==> src/rtl/smw_pkg.sv <==
package smw_pkg;

   typedef enum logic [1:0] {
      PH_IDLE = 2'd0,
      PH_CMD  = 2'd1,
      PH_ADDR = 2'd2,
      PH_DATA = 2'd3
   } phase_e;

   localparam int unsigned INSTR_BITS = 8;
   localparam int unsigned BYTE_BITS  = 8;
   localparam int unsigned HALF_BITS  = 16;

   localparam logic [2:0] WM_OCT_OUT = 3'd3;
   localparam logic [2:0] WM_OCT_IO  = 3'd4;
   localparam logic [2:0] WM_OCT_CMD = 3'd5;

   function automatic logic beat_is_half(input logic [2:0] mode, input logic ddr);
      return ddr && ((mode == WM_OCT_OUT) || (mode == WM_OCT_IO) || (mode == WM_OCT_CMD));
   endfunction

endpackage

==> src/rtl/smw_shifter.sv <==
module smw_shifter #(
   parameter int unsigned SHW   = 24,
   parameter int unsigned LANES = 1,
   localparam int unsigned CW   = $clog2(SHW + 1)
) (
   input  logic             clk,
   input  logic             rst_n,
   input  logic             ld,
   input  logic [SHW-1:0]   ld_data,
   input  logic [CW-1:0]    ld_bits,
   output logic             busy,
   output logic             last,
   output logic [LANES-1:0] sio
);

   logic [SHW-1:0] sh_q;
   logic [CW-1:0]  cnt_q;

   assign busy = (cnt_q != '0);
   assign last = (cnt_q == CW'(LANES));

   always_ff @(posedge clk or negedge rst_n) begin
      if (!rst_n) begin
         sh_q  <= '0;
         cnt_q <= '0;
      end else if (ld) begin
         sh_q  <= ld_data;
         cnt_q <= ld_bits;
      end else if (busy) begin
         sh_q  <= sh_q << LANES;
         cnt_q <= cnt_q - CW'(LANES);
      end
   end

   generate
      if (LANES == 1) begin : g_single
         assign sio = sh_q[SHW-1];
      end else begin : g_multi
         assign sio = sh_q[SHW-1 -: LANES];
      end
   endgenerate

   // a new word may only enter while the shifter is idle or on its last group
   p_load_when_free_r2: assert property (@(posedge clk) disable iff (!rst_n)
      ld |-> (!busy || last));

   // bit count always stays a whole number of lane groups
   p_cnt_aligned_r4: assert property (@(posedge clk) disable iff (!rst_n)
      (cnt_q % CW'(LANES)) == '0);

endmodule

==> src/rtl/smw_hold.sv <==
module smw_hold #(
   parameter int unsigned DW = 16
) (
   input  logic          clk,
   input  logic          rst_n,
   input  logic          push_req,
   input  logic          pop,
   input  logic [DW-1:0] din,
   output logic          valid,
   output logic [DW-1:0] dout
);

   logic accept;

   assign accept = push_req && (!valid || pop);

   always_ff @(posedge clk or negedge rst_n) begin
      if (!rst_n) begin
         valid <= 1'b0;
         dout  <= '0;
      end else begin
         if (accept) begin
            valid <= 1'b1;
            dout  <= din;
         end else if (pop) begin
            valid <= 1'b0;
         end
      end
   end

   // a full holding register keeps its value until the shifter takes it
   p_no_overflow_r5: assert property (@(posedge clk) disable iff (!rst_n)
      (valid && !pop) |=> (valid && $stable(dout)));

   // only a stored value can be taken
   p_pop_valid_r5: assert property (@(posedge clk) disable iff (!rst_n)
      pop |-> valid);

endmodule

==> src/rtl/smw_seq.sv <==
module smw_seq
   import smw_pkg::*;
#(
   parameter int unsigned ADDR_W = 24,
   parameter int unsigned SHW    = 24,
   localparam int unsigned CW    = $clog2(SHW + 1)
) (
   input  logic              clk,
   input  logic              rst_n,
   input  logic              start,
   input  logic [7:0]        instr,
   input  logic [ADDR_W-1:0] addr,
   input  logic              addr_en,
   input  logic              half_in,
   input  logic              last_req,
   input  logic              hold_valid,
   input  logic [15:0]       hold_data,
   input  logic              sh_busy,
   input  logic              sh_last,
   output logic              ld,
   output logic [SHW-1:0]    ld_data,
   output logic [CW-1:0]     ld_bits,
   output logic              pop,
   output logic              cs_n,
   output logic              accept_wr
);

   phase_e            phase_q, phase_d;
   logic              cs_n_d;
   logic              half_q, addr_en_q;
   logic [ADDR_W-1:0] addr_q;
   logic              close_q;
   logic              free;

   assign free      = !sh_busy || sh_last;
   assign accept_wr = (phase_q != PH_IDLE) && !close_q;

   always_comb begin
      phase_d = phase_q;
      cs_n_d  = cs_n;
      ld      = 1'b0;
      ld_data = '0;
      ld_bits = '0;
      pop     = 1'b0;
      unique case (phase_q)
         PH_IDLE: begin
            if (start) begin
               ld      = 1'b1;
               ld_data = SHW'(instr) << (SHW - INSTR_BITS);
               ld_bits = CW'(INSTR_BITS);
               cs_n_d  = 1'b0;
               phase_d = PH_CMD;
            end
         end
         PH_CMD: begin
            if (free) begin
               if (addr_en_q) begin
                  ld      = 1'b1;
                  ld_data = SHW'(addr_q) << (SHW - ADDR_W);
                  ld_bits = CW'(ADDR_W);
                  phase_d = PH_ADDR;
               end else begin
                  phase_d = PH_DATA;
               end
            end
         end
         PH_ADDR: begin
            if (free) phase_d = PH_DATA;
         end
         PH_DATA: begin
            if (hold_valid && free) begin
               ld  = 1'b1;
               pop = 1'b1;
               if (half_q) begin
                  ld_data = SHW'(hold_data) << (SHW - HALF_BITS);
                  ld_bits = CW'(HALF_BITS);
               end else begin
                  ld_data = SHW'(hold_data[7:0]) << (SHW - BYTE_BITS);
                  ld_bits = CW'(BYTE_BITS);
               end
            end else if (close_q && !hold_valid && !sh_busy) begin
               cs_n_d  = 1'b1;
               phase_d = PH_IDLE;
            end
         end
         default: phase_d = PH_IDLE;
      endcase
   end

   always_ff @(posedge clk or negedge rst_n) begin
      if (!rst_n) begin
         phase_q   <= PH_IDLE;
         cs_n      <= 1'b1;
         half_q    <= 1'b0;
         addr_en_q <= 1'b0;
         addr_q    <= '0;
         close_q   <= 1'b0;
      end else begin
         phase_q <= phase_d;
         cs_n    <= cs_n_d;
         if (phase_q == PH_IDLE && start) begin
            half_q    <= half_in;
            addr_en_q <= addr_en;
            addr_q    <= addr;
         end
         if (phase_d == PH_IDLE) close_q <= 1'b0;
         else if (last_req && phase_q != PH_IDLE) close_q <= 1'b1;
      end
   end

   // chip select is released only after a close was requested and all data drained
   p_cs_release_r7: assert property (@(posedge clk) disable iff (!rst_n)
      $rose(cs_n) |-> ($past(close_q) && !$past(hold_valid) && !$past(sh_busy)));

   // chip select cannot drop while data is still pending in the frame
   p_cs_held_r6: assert property (@(posedge clk) disable iff (!rst_n)
      (!cs_n && !close_q) |=> !cs_n);

   // an open frame stays in a non-idle phase whatever start does
   p_start_ignored_r6: assert property (@(posedge clk) disable iff (!rst_n)
      (phase_q == PH_DATA && start && !close_q) |=> (phase_q == PH_DATA));

endmodule

==> src/rtl/smw_writer.sv <==
module smw_writer
   import smw_pkg::*;
#(
   parameter int unsigned ADDR_W = 24,
   parameter int unsigned LANES  = 1,
   localparam int unsigned SHW   = (ADDR_W > HALF_BITS) ? ADDR_W : HALF_BITS,
   localparam int unsigned CW    = $clog2(SHW + 1)
) (
   input  logic              clk,
   input  logic              rst_n,
   input  logic              frame_start,
   input  logic [7:0]        frame_instr,
   input  logic [ADDR_W-1:0] frame_addr,
   input  logic              frame_addr_en,
   input  logic [2:0]        width_mode,
   input  logic              ddr_en,
   input  logic              txd_wr,
   input  logic [15:0]       txd_data,
   input  logic              last_xfer,
   input  logic              rd_req,
   output logic              tx_empty,
   output logic              rd_reject,
   output logic              cs_n,
   output logic              sio_en,
   output logic [LANES-1:0]  sio
);

   generate
      if (!(LANES == 1 || LANES == 2 || LANES == 4 || LANES == 8)) begin : g_bad_lanes
         $error("smw_writer: LANES must be 1, 2, 4 or 8");
      end
      if ((ADDR_W % 8) != 0 || ADDR_W < 16 || ADDR_W > 32) begin : g_bad_addr
         $error("smw_writer: ADDR_W must be a byte multiple between 16 and 32");
      end
   endgenerate

   logic           ld, pop, accept_wr;
   logic [SHW-1:0] ld_data;
   logic [CW-1:0]  ld_bits;
   logic           sh_busy, sh_last;
   logic           hold_valid;
   logic [15:0]    hold_data;

   smw_seq #(.ADDR_W(ADDR_W), .SHW(SHW)) u_seq (
      .clk        (clk),
      .rst_n      (rst_n),
      .start      (frame_start),
      .instr      (frame_instr),
      .addr       (frame_addr),
      .addr_en    (frame_addr_en),
      .half_in    (beat_is_half(width_mode, ddr_en)),
      .last_req   (last_xfer),
      .hold_valid (hold_valid),
      .hold_data  (hold_data),
      .sh_busy    (sh_busy),
      .sh_last    (sh_last),
      .ld         (ld),
      .ld_data    (ld_data),
      .ld_bits    (ld_bits),
      .pop        (pop),
      .cs_n       (cs_n),
      .accept_wr  (accept_wr)
   );

   smw_hold #(.DW(16)) u_hold (
      .clk      (clk),
      .rst_n    (rst_n),
      .push_req (txd_wr && accept_wr),
      .pop      (pop),
      .din      (txd_data),
      .valid    (hold_valid),
      .dout     (hold_data)
   );

   smw_shifter #(.SHW(SHW), .LANES(LANES)) u_shift (
      .clk     (clk),
      .rst_n   (rst_n),
      .ld      (ld),
      .ld_data (ld_data),
      .ld_bits (ld_bits),
      .busy    (sh_busy),
      .last    (sh_last),
      .sio     (sio)
   );

   assign sio_en   = sh_busy;
   assign tx_empty = !hold_valid;

   always_ff @(posedge clk or negedge rst_n) begin
      if (!rst_n) rd_reject <= 1'b0;
      else        rd_reject <= rd_req;
   end

   // serial bits only inside a selected frame
   p_sio_in_frame_r9: assert property (@(posedge clk) disable iff (!rst_n)
      sio_en |-> !cs_n);

   // the empty flag only falls because of a data write
   p_empty_fall_r5: assert property (@(posedge clk) disable iff (!rst_n)
      $fell(tx_empty) |-> $past(txd_wr));

   // a read request alone never opens a frame
   p_rd_ignored_r8: assert property (@(posedge clk) disable iff (!rst_n)
      (rd_req && cs_n && !frame_start) |=> cs_n);

endmodule

==> config.mk <==
export PLATFORM = sky130hd
export DESIGN_NAME = smw_writer
export DESIGN_NICKNAME = d
export VERILOG_FILES = /design/src/rtl/smw_pkg.sv /design/src/rtl/smw_shifter.sv /design/src/rtl/smw_hold.sv /design/src/rtl/smw_seq.sv /design/src/rtl/smw_writer.sv
export SDC_FILE = /design/constraint.sdc
export NUM_CORES = 1
export LEC_CHECK = 0
export CELL_PAD_IN_SITES_DETAIL_PLACEMENT = 0
export CELL_PAD_IN_SITES_GLOBAL_PLACEMENT = 1
export CORE_UTILIZATION = 40
export CTS_CLUSTER_SIZE = 10
export DETAILED_ROUTE_END_ITERATION = 8
export DONT_BUFFER_PORTS = 1
export PLACE_DENSITY = 0.68
export SKIP_LAST_GASP = 1
export SLEW_MARGIN = 15
export SYNTH_ARGS = -nofsm -noshare
export SYNTH_HDL_FRONTEND = slang
export SYNTH_SLANG_ARGS = --single-unit
==> constraint.sdc <==
create_clock -name clk -period 2.4 [get_ports clk]
set_input_delay 0.72 -clock clk [delete_from_list [all_inputs] [get_ports clk]]
set_output_delay 0.72 -clock clk [all_outputs]
set_load 0.05 [all_outputs]
==> results.py, run 1 <==
metrics = {
    "synthesis": {
        "synth-async-reset-ratio_pct": 100.0,
        "synth_cell_types": 46,
        "synth_seq_cells": 77,
        "synthesis.nets": 369,
        "ys_seq_area_share_pct": 53.10,
        "synth_area_sq_mm": 0.003631,
        "ys.flop_type": "dfrtp_1",
        "ys_warn_count": 0,
        "synth_edf_count": 0,
        "postSynthCellCount": 307,
        "syn-mean-instance-area_sq_um": 11.83,
    },
    "die": {
        "die_h_um": 97.28,
        "die_w_um": 97.28,
        "rows": 34,
        "core_area_sq_mm": 0.008763,
        "ios": 64,
        "start_util_pct": 41.43,
        "dieArea_sq_mm": 0.009462,
    },
    "worst_setup_path": {
        "cp_data_required_time_ns": 1.68,
        "crit_type": "reg2out",
        "crit_start": "u_shift.cnt_q[0]$_DFFE_PN0P_",
        "cp_max_fo": 6,
        "critPathArrivalTime_ns": 1.54,
        "startpoint_type": "flop",
        "end_kind": "output pin",
        "r2r-start": "u_shift.cnt_q[0]$_DFFE_PN0P_",
    },
    "routing": {
        "dr.pass1.iters": 4,
        "detail_route.iter0.violations": 186,
        "postRouteAntennaNets": 0,
        "vias": 2400,
        "drc": 0,
        "viasPerCell": 5.660,
        "wl_per_cell_um": 19.18,
        "drt_wl_total_um": 8133,
    },
    "cts": {
        "cts_htree_levels": 3,
        "cts.root.buffer_cell": "clkbuf_8",
        "cts_num_sinks": 77,
        "postCtsSetupRepairBufs": 0,
        "clk_path_buf_depth": 2,
        "cts_buffers": 9,
        "clock_latency_ns": 0.35,
        "clkTransAtPathRegs_ns": 0.09,
        "cts_tree": "built",
    },
    "finish": {
        "antenna_cells": 0,
        "areaGrowthSynthToFinish_pct": 9.993,
        "fin_cells": 424,
        "final_nets": 373,
        "postLayoutCellArea_sq_mm": 0.003994,
        "drive_gt1_share_pct": 26.27,
    },
    "sta": {
        "drv_slew": 0,
        "rsz0062_at_grt": "false",
        "skew_ns": 0.01034,
        "fin_setup_tns_ns": 0,
        "hold_violations": 0,
        "min_period_ns": 2.263,
        "max_slew_margin_pct": 63.06,
        "fmax_ghz": 0.4418,
        "worst_pin_slew_ns": 0.5500,
        "period_share_pct": 94.30,
        "setup_viol": 0,
    },
    "power": {
        "p_seq_share_pct": 46.1,
        "ir_worst_vdd_mv": 0.4940,
        "leakage_nw": 1.715,
        "clkPwrFrac_pct": 20.3,
        "switchingPower_mw": 1.813,
        "intPower_mw": 3.322,
        "design_power_total_mw": 5.135,
        "power.share.switching_pct": 35.31,
        "p_per_area_mw_per_mm2": 1286,
        "power_frac_comb_pct": 33.6,
    },
    "global_routing": {
        "grt_pass1_vias": 2474,
        "grt.busiest_layer": "met2",
        "met2_usage_pct": 26.98,
        "met3_usage_pct": 6.043,
        "overflow": 0,
        "grt_max_degree": 78,
        "antenna_found_initial": 0,
        "grt_pass1_wl_um": 13340,
        "grt_use_total_pct": 18.27,
        "grtUsageMet1_pct": 25.60,
    },
    "place": {
        "portBuffers": 0,
        "post_dp_cell_area_sq_mm": 0.003776,
        "place_inst": 408,
        "place.gp.congestion": 0.7719,
        "place_hpwl_um": 5540,
    },
    "min_path": {
        "hp-class": "in2async",
    },
    "job": {
        "maxCapViolCount": 0,
    },
    "outcome": {
        "status": "finished clean",
    },
}
layout make-up:
cell class | instances | area (sq um)
multi-input cells | 201 | 1570
clock inverters | 6 | 71.32
inverters | 7 | 26.28
flip-flops and latches | 77 | 1928
fillers | 806 | 4770
clock buffers | 10 | 137.6
repair buffers | 15 | 125.1
well taps | 108 | 135.1
cells in the final DEF (no fill, tap or decap), types with 6 or more instances in the layout:
| cell type | netlist | final |
|---|---|---|
| nand2_1 | 47 | 47 |
| mux2_2 | 32 | 32 |
| mux2_4 | 10 | 10 |
| clkbuf_8 | 0 | 10 |
| a2bb2oi_1 | 7 | 7 |
| a31oi_1 | 16 | 16 |
| o2bb2ai_1 | 7 | 7 |
| inv_1 | 7 | 6 |
| o21ai_0 | 9 | 9 |
| buf_4 | 2 | 14 |
| dfrtp_1 | 76 | 76 |
| a221oi_1 | 15 | 15 |
| mux2i_1 | 9 | 9 |
final timing paths:
kind | end | slack [ns] | cells past startpoint
max in group asynchronous | u_seq.cs_n$_DFFE_PN1P_ | 2.14 | 0
hold / removal | u_shift.sh_q[21]$_DFFE_PN0P_ | 0.05 | 0
setup reg to reg | u_hold.dout[1]$_DFFE_PN0P_ | 0.28 | 6
setup / recovery | sio_en | 0.14 | 4
min in group clk | rd_reject$_DFF_PN0_ | 0.38 | 0
hold reg to reg | u_shift.sh_q[0]$_DFFE_PN0P_ | 0.50 | 1
cells in the mapped netlist, types with 2 or more instances:
master	instances	share of area (%)
nor2b_1	4	0.69
a2bb2oi_1	7	1.7
a221oi_1	15	3.6
nand2_1	47	4.9
o21ai_0	9	1.2
buf_4	2	0.41
dfrtp_1	76	52
mux2_2	32	9.9
ha_1	3	1.0
a31oi_1	16	2.8
nor2_1	5	0.52
o2bb2ai_1	7	1.7
buf_2	14	1.9
inv_1	7	0.72
a21oi_1	3	0.41
nand3_1	4	0.55
xnor2_1	3	0.72
a32o_1	2	0.55
mux2i_1	9	2.5
clkbuf_1	4	0.41
nor3_1	4	0.55
mux2_4	10	4.1
cell families (layout without fill, tap and decap cells):
kind of cell | Yosys count | in the layout | share of synthesized area (%)
AND/OR/NAND/NOR | 75 | 75 | 9.959
adder cells (fa/ha/maj) | 3 | 3 | 1.034
buffers and inverters | 29 | 38 | 4.204
flip-flops | 77 | 77 | 53.10
AO/OA/AOI/OAI | 68 | 68 | 14.20
multiplexers | 51 | 51 | 16.54
XOR/XNOR | 4 | 4 | 0.9650
critical path, cell delays in order, from the launching register on:
cell and delay, ns:
dfrtp_1 0.40, inv_1 0.12, ha_1 0.21, nor4b_4 0.25, inv_2 0.21
flip-flops by register name, indices dropped and copies added (netlist names), 2 cells and up:
signal / cells
u_shift.sh_q: 24
u_shift.cnt_q: 5
u_hold.dout: 16
u_seq.phase_q: 2
u_seq.addr_q: 24
metrics by stage:
stage | utilization [%] | hold WS [ns] | setup slack, ns
4_1_cts | 45.47 | 0.03425 | 0.04890
3_3_place_gp | 43.09 | 0.4270 | 0.02330
5_1_grt | 45.57 | 0.02791 | 0.007561
6_report | 45.57 | 0.05253 | 0.1367
3_5_place_dp | 43.09 | 0.4272 | -0.01468
2_1_floorplan | - | 0.4244 | 0.1852
what timing repair did:
action	CTS	global route
hold buffers	0	0
gates resized for setup	2	1
endpoints found under the hold margin	0	0
endpoints found under the setup margin	7	1
power by group through the flow:
stage,clock [mW],combinational [mW],sequential (mW)
3_3_place_gp,0,1.69,2.39
3_5_place_dp,0,1.72,2.39
2_1_floorplan,0,1.40,2.24
5_1_grt,1.12,1.94,2.45
6_report,1.04,1.72,2.37
4_1_cts,1.07,1.74,2.37
routing by layer:
| layer | up-vias | wire length (um) |
|---|---|---|
| li1 | 1134 | - |
| met1 | 1200 | 3844 |
| met2 | 60 | 3680 |
| met3 | 6 | 519 |
| met4 | 0 | 89 |
| met5 | - | 0 |
(Power assumes the default switching activity.)
==> inputs of run 2 (changes only) <==
--- a/config.mk
+++ b/config.mk
@@ -5,13 +5,15 @@
 export SDC_FILE = /design/constraint.sdc
 export NUM_CORES = 1
 export LEC_CHECK = 0
+export ABC_AREA = 1
 export CELL_PAD_IN_SITES_DETAIL_PLACEMENT = 0
 export CELL_PAD_IN_SITES_GLOBAL_PLACEMENT = 1
-export CORE_UTILIZATION = 40
+export CORE_UTILIZATION = 39
+export CTS_BUF_LIST = sky130_fd_sc_hd__clkbuf_2 sky130_fd_sc_hd__clkbuf_4 sky130_fd_sc_hd__clkbuf_8
 export CTS_CLUSTER_SIZE = 10
 export DETAILED_ROUTE_END_ITERATION = 8
 export DONT_BUFFER_PORTS = 1
-export PLACE_DENSITY = 0.68
+export PLACE_DENSITY = 0.71
 export SKIP_LAST_GASP = 1
 export SLEW_MARGIN = 15
 export SYNTH_ARGS = -nofsm -noshare
==> results.py, run 2 <==
metrics = {
    "finish": {
        "postLayoutCoreUtil_pct": 44.62,
        "final_nets": 545,
        "n_fill_cell": 991,
        "antenna_cells": 0,
        "fin_cells": 617,
        "reg_top3": "u_seq.addr_q x24, u_shift.sh_q x24, u_hold.dout x16",
        "final_common_cell": "nand2_1",
        "final_cell_mix": "156 x nand2_1, 76 x dfrtp_1, 59 x inv_1",
        "areaGrowthSynthToFinish_pct": 8.744,
        "postLayoutCellArea_sq_mm": 0.004202,
        "drive_gt1_share_pct": 9.426,
    },
    "outcome": {
        "status": "finished clean",
    },
    "cts": {
        "ctsHoldBuffers": 0,
        "clock_latency_ns": 0.36,
        "clkTransAtPathRegs_ns": 0.08,
        "cts_htree_levels": 3,
        "cts.root.buffer_cell": "clkbuf_8",
        "cts_num_sinks": 77,
        "cts_buffers": 9,
        "cts_tree": "built",
        "clk_path_buf_depth": 2,
        "postCtsSetupRepairBufs": 0,
        "post_cts_resized": 0,
    },
    "place": {
        "place.gp.congestion": 0.7625,
        "place_inst": 601,
        "post-place-ws_ns": 0.3805,
        "portBuffers": 0,
        "post_dp_cell_area_sq_mm": 0.003949,
        "place_hpwl_um": 5940,
    },
    "synthesis": {
        "synth_area_leader_cell": "dfrtp_1",
        "synth_edf_count": 0,
        "synth_seq_cells": 77,
        "synth_compound_area_share_pct": 7.351,
        "synth_most_common_cell": "nand2_1",
        "netlist.area_leader.share_pct": 49.22,
        "synth-async-reset-ratio_pct": 100.0,
        "synth_area_leaders": "dfrtp_1 49%, nand2_1 15%, nand4_1 6.5%, inv_1 5.7%, o21ai_0 3.9%",
        "synth_top_family_by_area": "simple AND/OR/NAND/NOR gates",
        "ys_warn_count": 0,
        "postSynthCellCount": 487,
        "ys.flop_type": "dfrtp_1",
        "synth_common_cells": "156 x nand2_1, 76 x dfrtp_1, 59 x inv_1",
        "synth_area_sq_mm": 0.003864,
        "synthMuxAreaShare_pct": 0,
        "synthesis.nets": 549,
        "ys_seq_area_share_pct": 49.90,
        "syn-mean-instance-area_sq_um": 7.934,
        "synth_cell_types": 31,
        "synth_xor_area_share_pct": 0.6801,
        "synth_adder_area_share_pct": 0.9715,
        "yosys.area_share.simple_pct": 30.76,
    },
    "power": {
        "leakage_nw": 2.206,
        "p_per_area_mw_per_mm2": 1243,
        "ir_worst_vdd_mv": 0.5262,
        "design_power_total_mw": 5.221,
    },
    "min_path": {
        "hp-class": "in2async",
    },
    "routing": {
        "drt_wl_total_um": 8665,
        "detail_route.iter0.violations": 106,
        "wl_met3_um": 433,
        "postRouteAntennaNets": 0,
        "drc": 0,
        "viasPerCell": 4.870,
        "top_layer": "met4",
        "met2_length_um": 3745,
        "dr.pass1.iters": 4,
        "vias": 3005,
        "wl_per_cell_um": 14.04,
        "wl_met1_um": 4429,
    },
    "worst_setup_path": {
        "r2r-start": "u_shift.cnt_q[0]$_DFFE_PN0P_",
        "critPathTopFamily": "flip-flops",
        "r2r-end": "u_hold.dout[0]$_DFFE_PN0P_",
        "path_buf_inv": 3,
        "cp_slowest_stage_delay_ns": 0.40,
        "endpoint": "sio_en",
        "crit_top_cell": "inv_1",
        "startpoint_type": "flop",
        "critPathArrivalTime_ns": 1.53,
        "crit_cells": 6,
        "crit_slowest_cell": "dfrtp_1",
        "crit_type": "reg2out",
        "end_kind": "output pin",
        "r2r_cells": 8,
        "crit_start": "u_shift.cnt_q[0]$_DFFE_PN0P_",
        "cp_max_fo": 4,
        "reg2reg_setup_slack_ns": 0.37,
        "cp_cell_sequence": "inv_1 > ha_1 > inv_1 > nor2_2 > nand2_2 > buf_4",
        "cp_data_required_time_ns": 1.68,
    },
    "global_routing": {
        "grt_pass1_wl_um": 14150,
        "overflow": 0,
        "antenna_found_initial": 0,
        "grt_use_total_pct": 18.43,
        "grt_max_degree": 78,
        "grt_pass1_vias": 2827,
    },
    "die": {
        "start_util_pct": 41.04,
        "die_h_um": 101.5,
        "rows": 35,
        "ios": 64,
        "die_w_um": 101.5,
        "dieArea_sq_mm": 0.01031,
        "core_area_sq_mm": 0.009415,
    },
    "sta": {
        "setup_viol": 0,
        "max_slew_margin_pct": 65.76,
        "min_period_ns": 2.246,
        "holdWs_ns": 0.04020,
        "period_share_pct": 93.58,
        "fin_setup_tns_ns": 0,
        "skew_ns": 0.01447,
        "fmax_ghz": 0.4453,
        "rsz0062_at_grt": "false",
        "worst_pin_slew_ns": 0.5130,
        "hold_violations": 0,
        "drv_slew": 0,
        "setup_slack_ns": 0.1541,
    },
    "job": {
        "maxCapViolCount": 0,
    },
}
run 2: cell count changes in the layout (fill, tap and decap cells not counted), sizes merged, moves of 16 or more:
cell	before	now
nor2	5	22
mux2	42	0
a31oi	16	0
inv	8	61
nand2	47	160
o21ai	9	36
nand3	4	33
a21oi	3	20
nand4	1	40
run 2: how the worst min path moves through the flow:
stage               startpoint                     endpoint  slack [ns]  cells past startpoint
global route             rst_n  u_seq.addr_q[2]$_DFFE_PN0P_       0.004                      0
CTS                      rst_n  u_shift.sh_q[5]$_DFFE_PN0P_        0.02                      0
floorplan                rst_n          rd_reject$_DFF_PN0_        0.42                      0
global placement         rst_n  u_seq.addr_q[4]$_DFFE_PN0P_        0.43                      0
finish                   rst_n  u_seq.addr_q[2]$_DFFE_PN0P_        0.04                      0
detailed placement       rst_n  u_seq.addr_q[4]$_DFFE_PN0P_        0.43                      0
run 2: worst register-to-register path: cells and delay by family (launching register included):
family	cells	cell delay [ns]
AND/OR/NAND/NOR	3	0.66
AO/OA/AOI/OAI	2	0.51
flip-flops	1	0.40
buffers and inverters	2	0.19
adder cells (fa/ha/maj)	1	0.18
run 2: kinds of logic after synthesis:
family | count (synthesis)
xor+xnor | 3
flops | 77
fa+ha+maj | 3
compound gates | 56
buf+inv | 89
simple gates | 259
run 2: layout make-up:
class / count / area, sq um / share of cell area [%]
clock buffer: 12 / 152.6 / 3.633
sequential: 77 / 1928 / 45.89
inverter: 62 / 232.7 / 5.539
tap: 129 / 161.4 / 3.842
timing repair buffer: 12 / 90.09 / 2.144
clock inverter: 4 / 97.59 / 2.323
multi-input combinational: 321 / 1539 / 36.63
run 2: layer usage:
| metal | vias to the layer above | GRT usage, % |
|---|---|---|
| li1 | 1554 | - |
| met1 | 1379 | 27.17 |
| met2 | 67 | 25.62 |
| met3 | 5 | 6.418 |
| met4 | 0 | 4.682 |
| met5 | - | 0 |
run 2: power by group:
| group | internal, mW | switching [mW] |
|---|---|---|
| logic | 0.621 | 1.09 |
| clock network | 0.743 | 0.482 |
| registers | 1.86 | 0.423 |
==> inputs of run 3 (changes only) <==
--- a/config.mk
+++ b/config.mk
@@ -13,6 +13,7 @@
 export CTS_CLUSTER_SIZE = 10
 export DETAILED_ROUTE_END_ITERATION = 8
 export DONT_BUFFER_PORTS = 1
+export GPL_TIMING_DRIVEN = 0
 export PLACE_DENSITY = 0.71
 export SKIP_LAST_GASP = 1
 export SLEW_MARGIN = 15
==> results.py, run 3 (same netlist as run 2, synthesis figures left out) <==
metrics = {
    "outcome": {
        "status": "finished clean",
    },
    "finish": {
        "antenna_cells": 0,
        "fin_cells": 633,
        "final_common_cell": "nand2_1",
        "final_cell_mix": "156 x nand2_1, 76 x dfrtp_1, 58 x inv_1",
        "reg_top3": "u_seq.addr_q x24, u_shift.sh_q x24, u_hold.dout x16",
        "areaGrowthSynthToFinish_pct": 10.75,
        "drive_gt1_share_pct": 10.91,
        "final_nets": 561,
    },
    "sta": {
        "rsz0062_at_grt": "false",
        "drv_slew": 0,
        "holdWs_ns": 0.04494,
        "worst_pin_slew_ns": 0.5803,
        "skew_ns": 0.01185,
        "max_slew_margin_pct": 61.31,
        "min_period_ns": 2.294,
        "setup_viol": 0,
        "hold_violations": 0,
        "fmax_ghz": 0.4359,
        "period_share_pct": 95.58,
    },
    "global_routing": {
        "grt_pass1_vias": 3090,
        "grt_max_degree": 78,
        "overflow": 0,
        "grt_pass1_wl_um": 15750,
        "grt_use_total_pct": 20.60,
        "antenna_found_initial": 0,
    },
    "job": {
        "maxCapViolCount": 0,
    },
    "place": {
        "place_hpwl_um": 6981,
        "place.gp.congestion": 0.7914,
        "portBuffers": 0,
        "place_inst": 616,
    },
    "die": {
        "core_area_sq_mm": 0.009415,
        "start_util_pct": 41.04,
        "rows": 35,
        "die_w_um": 101.5,
        "dieArea_sq_mm": 0.01031,
        "die_h_um": 101.5,
        "ios": 64,
    },
    "routing": {
        "viasPerCell": 4.962,
        "wl_per_cell_um": 15.34,
        "drt_wl_total_um": 9713,
        "detail_route.iter0.violations": 104,
        "drc": 0,
        "dr.pass1.iters": 4,
        "postRouteAntennaNets": 0,
        "vias": 3141,
    },
    "cts": {
        "ctsHoldBuffers": 0,
        "cts_tree": "built",
        "clock_latency_ns": 0.36,
        "clkTransAtPathRegs_ns": 0.08,
        "cts_num_sinks": 77,
        "cts_buffers": 9,
        "cts.root.buffer_cell": "clkbuf_8",
        "cts_htree_levels": 3,
        "clk_path_buf_depth": 2,
    },
    "worst_setup_path": {
        "crit_type": "reg2out",
        "end_kind": "output pin",
        "critPathArrivalTime_ns": 1.57,
        "startpoint_type": "flop",
        "cp_max_fo": 10,
        "cp_data_required_time_ns": 1.68,
    },
    "min_path": {
        "hp-class": "in2async",
    },
    "power": {
        "p_per_area_mw_per_mm2": 1227,
        "ir_worst_vdd_mv": 0.5227,
        "leakage_nw": 2.243,
    },
}
[run 3: cell count changes in the layout (fill, tap and decap cells not counted), sizes merged]
cell,previous run,this run
bufinv,3,2
buf,12,19
clkbuf,12,22
[run 3: area by class of cell]
type | instances | area [sq um]
sequential | 77 | 1928
tap | 129 | 161.4
clock buffer | 13 | 166.4
fill | 967 | 5136
inverter | 62 | 232.7
timing repair buffer | 1 | 7.507
clock inverter | 3 | 67.56
buffer | 27 | 176.4
multi-input combinational | 321 | 1539
[run 3: per-layer routing]
metal | vias up | GRT usage, % | routed length (um)
li1 | 1584 | - | -
met1 | 1469 | 28.98 | 4789
met2 | 75 | 30.20 | 4245
met3 | 13 | 6.487 | 536
met4 | 0 | 6.466 | 142
met5 | - | 0 | 0
[run 3: path summary, 6_finish.rpt]
path	start	endpoint	slack, ns	cells after the start
worst max-delay path	u_shift.cnt_q[1]$_DFFE_PN0P_	sio_en	0.11	6
worst min-delay path	rst_n	u_seq.addr_q[3]$_DFFE_PN0P_	0.04	0
worst max register to register	u_shift.cnt_q[0]$_DFFE_PN0P_	u_shift.sh_q[23]$_DFFE_PN0P_	0.42	9
worst min register to register	u_seq.addr_q[1]$_DFFE_PN0P_	u_seq.addr_q[1]$_DFFE_PN0P_	0.48	2
max in group asynchronous	rst_n	u_seq.cs_n$_DFFE_PN1P_	2.14	0
min in group clk	rd_req	rd_reject$_DFF_PN0_	0.39	0
[run 3: power by group]
group	switching [mW]	leakage, nW	internal [mW]
registers	0.383	0.976	1.86
clock network	0.480	0.117	0.667
logic	1.20	1.15	0.663
[run 3: per-stage QoR]
step	power [mW]	setup TNS [ns]	cell area, sq um	worst slack (ns)	utilization (%)
3_3_place_gp	4.052	-0.1382	4025	-0.1382	42.75
4_1_cts	5.301	0	4277	0.01105	45.42
6_report	5.252	0	4279	0.1061	45.45
5_1_grt	5.690	0	4279	0.0009095	45.45
3_5_place_dp	4.112	-0.1426	4025	-0.1426	42.75
2_1_floorplan	3.623	0	3864	0.2032	-
[run 3: critical path, cell delays in order (launching register included)]
cell	delay, ns
dfrtp_1	0.41
inv_1	0.11
ha_1	0.18
inv_1	0.07
nor2_2	0.13
nand2_2	0.10
clkbuf_8	0.22
[run 3: what timing repair did]
item	4_1_cts	5_1_grt
buffers inserted	1	0
pin swaps	0	0
setup endpoints to repair	1	1
resized for setup	3	2
